--- src/rtl/kbd_pkg.sv ---
package kbd_pkg;
  localparam int BUS_W   = 16;
  localparam int CHAR_W  = 8;
  localparam int RDY_BIT = 15;
  localparam int IEN_BIT = 14;
  localparam logic [BUS_W-1:0] STAT_ADDR = 16'hFE00;
  localparam logic [BUS_W-1:0] DATA_ADDR = 16'hFE02;

  typedef struct packed {
    logic stat_rd;
    logic stat_wr;
    logic data_rd;
    logic data_wr;
  } kbd_acc_t;
endpackage

--- src/rtl/kbd_decode.sv ---
module kbd_decode #(
  parameter int ADDR_W = 16,
  parameter logic [ADDR_W-1:0] STAT_A = 16'hFE00,
  parameter logic [ADDR_W-1:0] DATA_A = 16'hFE02
) (
  input  logic              sel,
  input  logic              we,
  input  logic [ADDR_W-1:0] addr,
  output kbd_pkg::kbd_acc_t acc
);
  logic hit_stat, hit_data;

  always_comb begin
    hit_stat    = sel && (addr == STAT_A);
    hit_data    = sel && (addr == DATA_A);
    acc.stat_rd = hit_stat && !we;
    acc.stat_wr = hit_stat &&  we;
    acc.data_rd = hit_data && !we;
    acc.data_wr = hit_data &&  we;
  end
endmodule

--- src/rtl/kbd_status.sv ---
module kbd_status (
  input  logic clk,
  input  logic rst_n,
  input  logic key_valid,
  input  logic data_rd,
  input  logic stat_wr,
  input  logic ien_wbit,
  output logic ready_q,
  output logic ien_q,
  output logic capture
);
  logic ready_d, ien_d;

  always_comb begin
    capture = key_valid && (!ready_q || data_rd);
    ready_d = ready_q;
    if (data_rd) ready_d = 1'b0;
    if (capture) ready_d = 1'b1;
    ien_d = ien_q;
    if (stat_wr) ien_d = ien_wbit;
  end

  always_ff @(posedge clk or negedge rst_n) begin
    if (!rst_n) begin
      ready_q <= 1'b0;
      ien_q   <= 1'b0;
    end else begin
      ready_q <= ready_d;
      ien_q   <= ien_d;
    end
  end
endmodule

--- src/rtl/kbd_data.sv ---
module kbd_data #(
  parameter int CHAR_W = 8
) (
  input  logic              clk,
  input  logic              rst_n,
  input  logic              capture,
  input  logic [CHAR_W-1:0] code_in,
  output logic [CHAR_W-1:0] data_q
);
  logic [CHAR_W-1:0] data_d;

  always_comb begin
    data_d = data_q;
    if (capture) data_d = code_in;
  end

  always_ff @(posedge clk or negedge rst_n) begin
    if (!rst_n) data_q <= '0;
    else if (capture) data_q <= data_d;
  end
endmodule

--- src/rtl/kbd_port.sv ---
module kbd_port
  import kbd_pkg::*;
(
  input  logic              clk,
  input  logic              rst_n,
  input  logic              key_valid,
  input  logic [CHAR_W-1:0] key_code,
  input  logic              bus_sel,
  input  logic              bus_we,
  input  logic [BUS_W-1:0]  bus_addr,
  input  logic [BUS_W-1:0]  bus_wdata,
  output logic [BUS_W-1:0]  bus_rdata,
  output logic              key_ready,
  output logic              irq
);
  localparam int PAD_W = BUS_W - CHAR_W;

  logic [1:0]        rst_pipe;
  logic              rst_sync_n;
  kbd_acc_t          acc;
  logic              ien;
  logic              capture;
  logic [CHAR_W-1:0] data_q;

  always_ff @(posedge clk or negedge rst_n) begin
    if (!rst_n) rst_pipe <= 2'b00;
    else        rst_pipe <= {rst_pipe[0], 1'b1};
  end
  assign rst_sync_n = rst_pipe[1];

  kbd_decode #(
    .ADDR_W (BUS_W),
    .STAT_A (STAT_ADDR),
    .DATA_A (DATA_ADDR)
  ) u_dec (
    .sel  (bus_sel),
    .we   (bus_we),
    .addr (bus_addr),
    .acc  (acc)
  );

  kbd_status u_stat (
    .clk       (clk),
    .rst_n     (rst_sync_n),
    .key_valid (key_valid),
    .data_rd   (acc.data_rd),
    .stat_wr   (acc.stat_wr),
    .ien_wbit  (bus_wdata[IEN_BIT]),
    .ready_q   (key_ready),
    .ien_q     (ien),
    .capture   (capture)
  );

  kbd_data #(.CHAR_W(CHAR_W)) u_data (
    .clk     (clk),
    .rst_n   (rst_sync_n),
    .capture (capture),
    .code_in (key_code),
    .data_q  (data_q)
  );

  always_comb begin
    bus_rdata = '0;
    if (acc.stat_rd) begin
      bus_rdata[RDY_BIT] = key_ready;
      bus_rdata[IEN_BIT] = ien;
    end else if (acc.data_rd) begin
      bus_rdata = {{PAD_W{1'b0}}, data_q};
    end
  end

  assign irq = key_ready & ien;
endmodule

--- config.mk ---
export PLATFORM = sky130hd
export DESIGN_NAME = kbd_port
export DESIGN_NICKNAME = d
export VERILOG_FILES = /design/src/rtl/kbd_pkg.sv /design/src/rtl/kbd_decode.sv /design/src/rtl/kbd_status.sv /design/src/rtl/kbd_data.sv /design/src/rtl/kbd_port.sv
export SDC_FILE = /design/constraint.sdc
export NUM_CORES = 1
export LEC_CHECK = 0
export ABC_AREA = 1
export BUFFER_PORTS_ARGS = -buffer_cell sky130_fd_sc_hd__buf_4
export CORE_AREA = 2 2 48 50
export DETAILED_ROUTE_END_ITERATION = 10
export DIE_AREA = 0 0 50 52
export PLACE_DENSITY = 0.73
export SLEW_MARGIN = 15
export SYNTH_ARGS = -nofsm -noshare
export SYNTH_HDL_FRONTEND = slang
export SYNTH_SLANG_ARGS = --single-unit
--- constraint.sdc ---
create_clock -name clk -period 0.8 [get_ports clk]
set_input_delay 0.08 -clock clk [delete_from_list [all_inputs] [get_ports clk]]
set_output_delay 0.08 -clock clk [all_outputs]
set_load 0.005 [all_outputs]
* After elaboration in Yosys (flattened, before gate mapping) *
Index checks and enable logic that the tools add are counted.
Widths: inputs -> output; s select.

storage, ports and cells
  register bits after elaboration = 12
  bits of input ports = 45
  output and inout bits = 18
  word-level logic and storage cells = 22

cells by class
  equal/unequal tests = 2
  mux-type cells = 5
  bitwise operators = 1
  reductions and logical operators = 10

operators with widths
  operator              number
  $eq 16x16->1 const B  2
  $mux 14               1
  $mux 8                1
  $logic_and 1x1->1     6
  $logic_not 1->1       2
  $mux 1                2
  $mux 2                1
  $reduce_bool 2->1     1
  $and 1x1->1           1
  $logic_or 1x1->1      1

* Depth between registers and ports, before layout *
  depth in word-level cells = 6
  gate-level depth with buffers = 9
  depth with buffers taken out = 9

* Cells and area by module *
From an unflattened synthesis, not the netlist that was laid out.

unflattened totals
  cell total of the unflattened synthesis = 104
  area total of the unflattened synthesis = 694.4 µm²

modules (own cells, without submodules)
  module      instances  cells an instance  area each (µm²)  seq. area each (µm²)
  kbd_data    1          34                 305.3            200.2
  kbd_port    1          34                 195.2            50.0
  kbd_decode  1          26                 107.6            0.0
  kbd_status  1          10                 86.3             50.0

* Least setup slack after synthesis *
No wires, ideal clock.

  kind = input to register
  start = input port bus_addr[7]
  end = register u_data.data_q[0]
  setup time = 116 ps
  arrival time = 758 ps
  data required time = 684 ps
  setup slack = -74 ps
  cell stages on the path = 8
  buffers on the path = 0
  cell sequence = nor2_1 > nand2_2 > nor2_2 > nand2_4 > nand2_8 > nand2_8 > nand2_1 > nand2_1

between the ends
  word-level cells in the longest chain between the ends = 5

ends and longest elaborated chain
  element               line              text
  start, declared       kbd_port.sv:10    input logic [BUS_W-1:0] bus_addr,
  $eq 16x16->1          kbd_decode.sv:15  hit_data = sel && (addr == DATA_A);
  $logic_and 1x1->1     kbd_decode.sv:15
  $logic_and 1x1->1     kbd_decode.sv:18  acc.data_rd = hit_data && !we;
  $logic_or 1x1->1      kbd_status.sv:15  capture = key_valid && (!ready_q || data_rd);
  $logic_and 1x1->1     kbd_status.sv:15
  end signal, assigned  kbd_data.sv:19    else if (capture) data_q <= data_d;
  end, declared         kbd_data.sv:8     output logic [CHAR_W-1:0] data_q

Every way passes these cells.
A chain may end at the register's enable or synchronous reset.

* Worst setup path in the final report *
  start = register u_data.data_q[5]
  end = output port bus_rdata[5]

between the ends
  word-level cells in the longest chain between the ends = 2

ends and longest elaborated chain
  element        line            text
  $mux 8         kbd_port.sv:67  end else if (acc.data_rd) begin
  $mux 14        kbd_port.sv:64  if (acc.stat_rd) begin
  end, declared  kbd_port.sv:12  output logic [BUS_W-1:0] bus_rdata,

Every way passes these cells.

==> reports/summary.json <==
{
  "num_io_pins": 63,
  "netlist.area_leader.share_pct": 42.6,
  "reg2regPathDepth": 5,
  "peakVddDrop_mv": 1.08,
  "report.final.setup_viol": 22,
  "setup.worst_path.start_class": "register",
  "syn2layout_area_growth_pct": 80.6,
  "post_drt_wl_per_cell_um": 11.1,
  "max_clock_freq_ghz": 1.00,
  "hold_violations": 0,
  "tritoncts": "done",
  "synth_top_cells_by_area": "sky130_fd_sc_hd__dfrtp_1, sky130_fd_sc_hd__nand2_1, sky130_fd_sc_hd__nor2_1",
  "drc": 0,
  "placement_rows": 17,
  "drive_gt1_share_pct": 62.6,
  "grt_usage_pct": 15.7,
  "synth.ff_latch_count": 12,
  "failed_checks": "negative setup slack",
  "cts.root.buffer_cell": "sky130_fd_sc_hd__clkbuf_4",
  "outcome": "complete, but fails checks",
  "portion_of_the_post_synthesis_area_used_by_sequential_elements_pct": 42.6,
  "final_nets": 193,
  "critical_path_required_ns": 0.72,
  "routabilityCongestion": 0.781,
  "initialDrtViolationCount": 10,
  "worstHoldPathType": "input pin to register",
  "dr_total_vias": 761,
  "htree_num_levels": 1,
  "ctsLongestPathBuffers": 2,
  "die-area_mm2": 0.00260,
  "grt_start_max_net_pins": 11,
  "post-route-util_pct": 60.4,
  "crit_type": "register to primary output",
  "cts_made_buffers": 3,
  "core_area_mm2": 0.00211,
  "min_from": "key_code[5]",
  "place.port_buffers": 41,
  "global_route_wire_length_before_repair_um": 3170,
  "via_count_of_the_first_global_routing_pass": 766,
  "timing.final.ws_setup_ns": -0.199,
  "cp-startpoint": "u_data.data_q[5]",
  "dp_hpwl_um": 1400,
  "clk-insertion-delay-late_ns": 0.26,
  "antenna_cells": 0,
  "timing.critical_path.to": "bus_rdata[5]",
  "grt_antenna_before_repair": 0,
  "post-route-min-period_ns": 0.999,
  "power-per-cell-area_mw_per_mm2": 1480,
  "synth_cell_types": 15,
  "ys.warnings.count": 0,
  "fp.dieH_um": 52,
  "worst-path-max-fanout": 2,
  "post_dp_cell_area_mm2": 0.00104,
  "period_share_pct": 125,
  "final_area_mm2": 0.00127,
  "number_of_nets_with_antenna_violations_after_routing": 0,
  "clock-skew-final_ns": 0.00335,
  "slew_violations": 0,
  "rsz_0062_raised_after_global_routing": "yes",
  "worst_ep_arrival_time_ns": 0.92,
  "synth_top_area_cell": "sky130_fd_sc_hd__dfrtp_1",
  "mappedNetlistArea_um2": 704,
  "global_route.overflow_total": 0,
  "timing.critical_path.to_type": "primary output",
  "route.detailed.vias_per_inst": 4.35,
  "crit-reg2reg-launch": "u_stat.ready_q",
  "max_cap_viol_count": 0,
  "syn_avg_cell_area_um2": 7.74,
  "floorplan.die.width_um": 50,
  "detailedRoute.firstPassIterationCount": 5,
  "whs_ns": 0.0434,
  "clock-sinks": 12,
  "reg_to_reg_setup_timing_slack_ns": -0.16,
  "power_leakage_nw": 0.665,
  "layout.cells.most_common_list": "sky130_fd_sc_hd__buf_4, sky130_fd_sc_hd__nand2_1, sky130_fd_sc_hd__dfrtp_1",
  "power.total_mw": 1.89,
  "setup-tns-final_ns": -3.34,
  "syn_inst": 91,
  "route.final.wire_length_um": 1930,
  "reg2reg_to": "u_data.data_q[2]",
  "initial_utilization_pct": 33.5,
  "post_cts_clock_slew_at_the_launch_and_capture_registers_of_the_worst_setup_and_hold_paths_ns": 0.07,
  "layout.cells.most_common": "sky130_fd_sc_hd__buf_4"
}
synthesized netlist by cell type:
cell                       count
sky130_fd_sc_hd__nand3_1      11
sky130_fd_sc_hd__inv_1        14
sky130_fd_sc_hd__nor2_4        1
sky130_fd_sc_hd__nor2_1       15
sky130_fd_sc_hd__a21oi_1       1
sky130_fd_sc_hd__nand2_8       2
sky130_fd_sc_hd__nand2_2       1
sky130_fd_sc_hd__nand2_4       1
sky130_fd_sc_hd__nand4_1       2
sky130_fd_sc_hd__dfrtp_1      12
sky130_fd_sc_hd__nand3b_1      1
sky130_fd_sc_hd__buf_4         7
sky130_fd_sc_hd__nor2_2        3
sky130_fd_sc_hd__nand2_1      18
sky130_fd_sc_hd__conb_1        2
timing repair:
item / 4_1_cts / 5_1_grt
endpoints found under the hold margin: 2 / 0
setup buffers: 9 / 0
hold buffers: 1 / 0
pin swaps: 17 / 2
endpoints found under the setup margin: 21 / 22
cloned: 2 / 0
resized for setup: 25 / 8
kinds of logic (layout without fill, tap and decap cells):
family,after synthesis,in the layout,share of synthesized area (%)
AND/OR/NAND/NOR,55,57,40.7
flip-flops,12,12,42.6
buffers and inverters,21,70,14.9
other,2,7,1.07
AO/OA/AOI/OAI,1,1,0.710
power breakdown:
group          internal [mW]  leakage, nW  switching [mW]
Sequential             0.750        0.141           0.102
Combinational          0.309        0.504           0.267
Clock                  0.276       0.0210           0.186
layer usage:
| layer | track usage, % | vias to the layer above | routed length (µm) |
|---|---|---|---|
| met5 | 0 | - | 0 |
| met4 | 2.78 | 0 | 0 |
| met3 | 3.16 | 0 | 161 |
| met2 | 31.6 | 43 | 1050 |
| met1 | 16.6 | 341 | 720 |
| li1 | - | 377 | - |
critical path, stage by stage, from the launching register on:
cell,delay (ns)
sky130_fd_sc_hd__dfrtp_1,0.37
sky130_fd_sc_hd__inv_2,0.04
sky130_fd_sc_hd__nor2_2,0.12
sky130_fd_sc_hd__buf_4,0.12
per-stage QoR:
stage	cells	setup WS (ns)
6_report	175	-0.199
3_5_place_dp	159	-0.283
4_1_cts	175	-0.201
5_1_grt	175	-0.252
2_1_floorplan	96	-0.0597
3_3_place_gp	159	-0.239
final cells by class:
cell class / instances / area (µm²)
multi-input cells: 65 / 428
clock buffers: 4 / 36.3
well taps: 28 / 35.0
repair buffers: 52 / 419
inverters: 14 / 52.6
fillers: 179 / 833
flip-flops and latches: 12 / 302
worst min-delay path by stage:
stage | cells past startpoint | slack [ns] | endpoint
after floorplan | 0 | -0.22 | rst_pipe[0]
after global placement | 1 | -0.14 | rst_pipe[0]
after detailed placement | 1 | -0.14 | rst_pipe[0]
after CTS | 3 | 0.04 | u_data.data_q[5]
after global routing | 3 | 0.05 | u_data.data_q[0]
final | 3 | 0.04 | u_data.data_q[5]
flip-flops by register name (all words and copies together), names as in the netlist:
register and count:
u_stat.ready_q 1, u_stat.ien_q 1, u_data.data_q 8, rst_pipe 2
No activity file was read; power rests on OpenSTA's default activity.
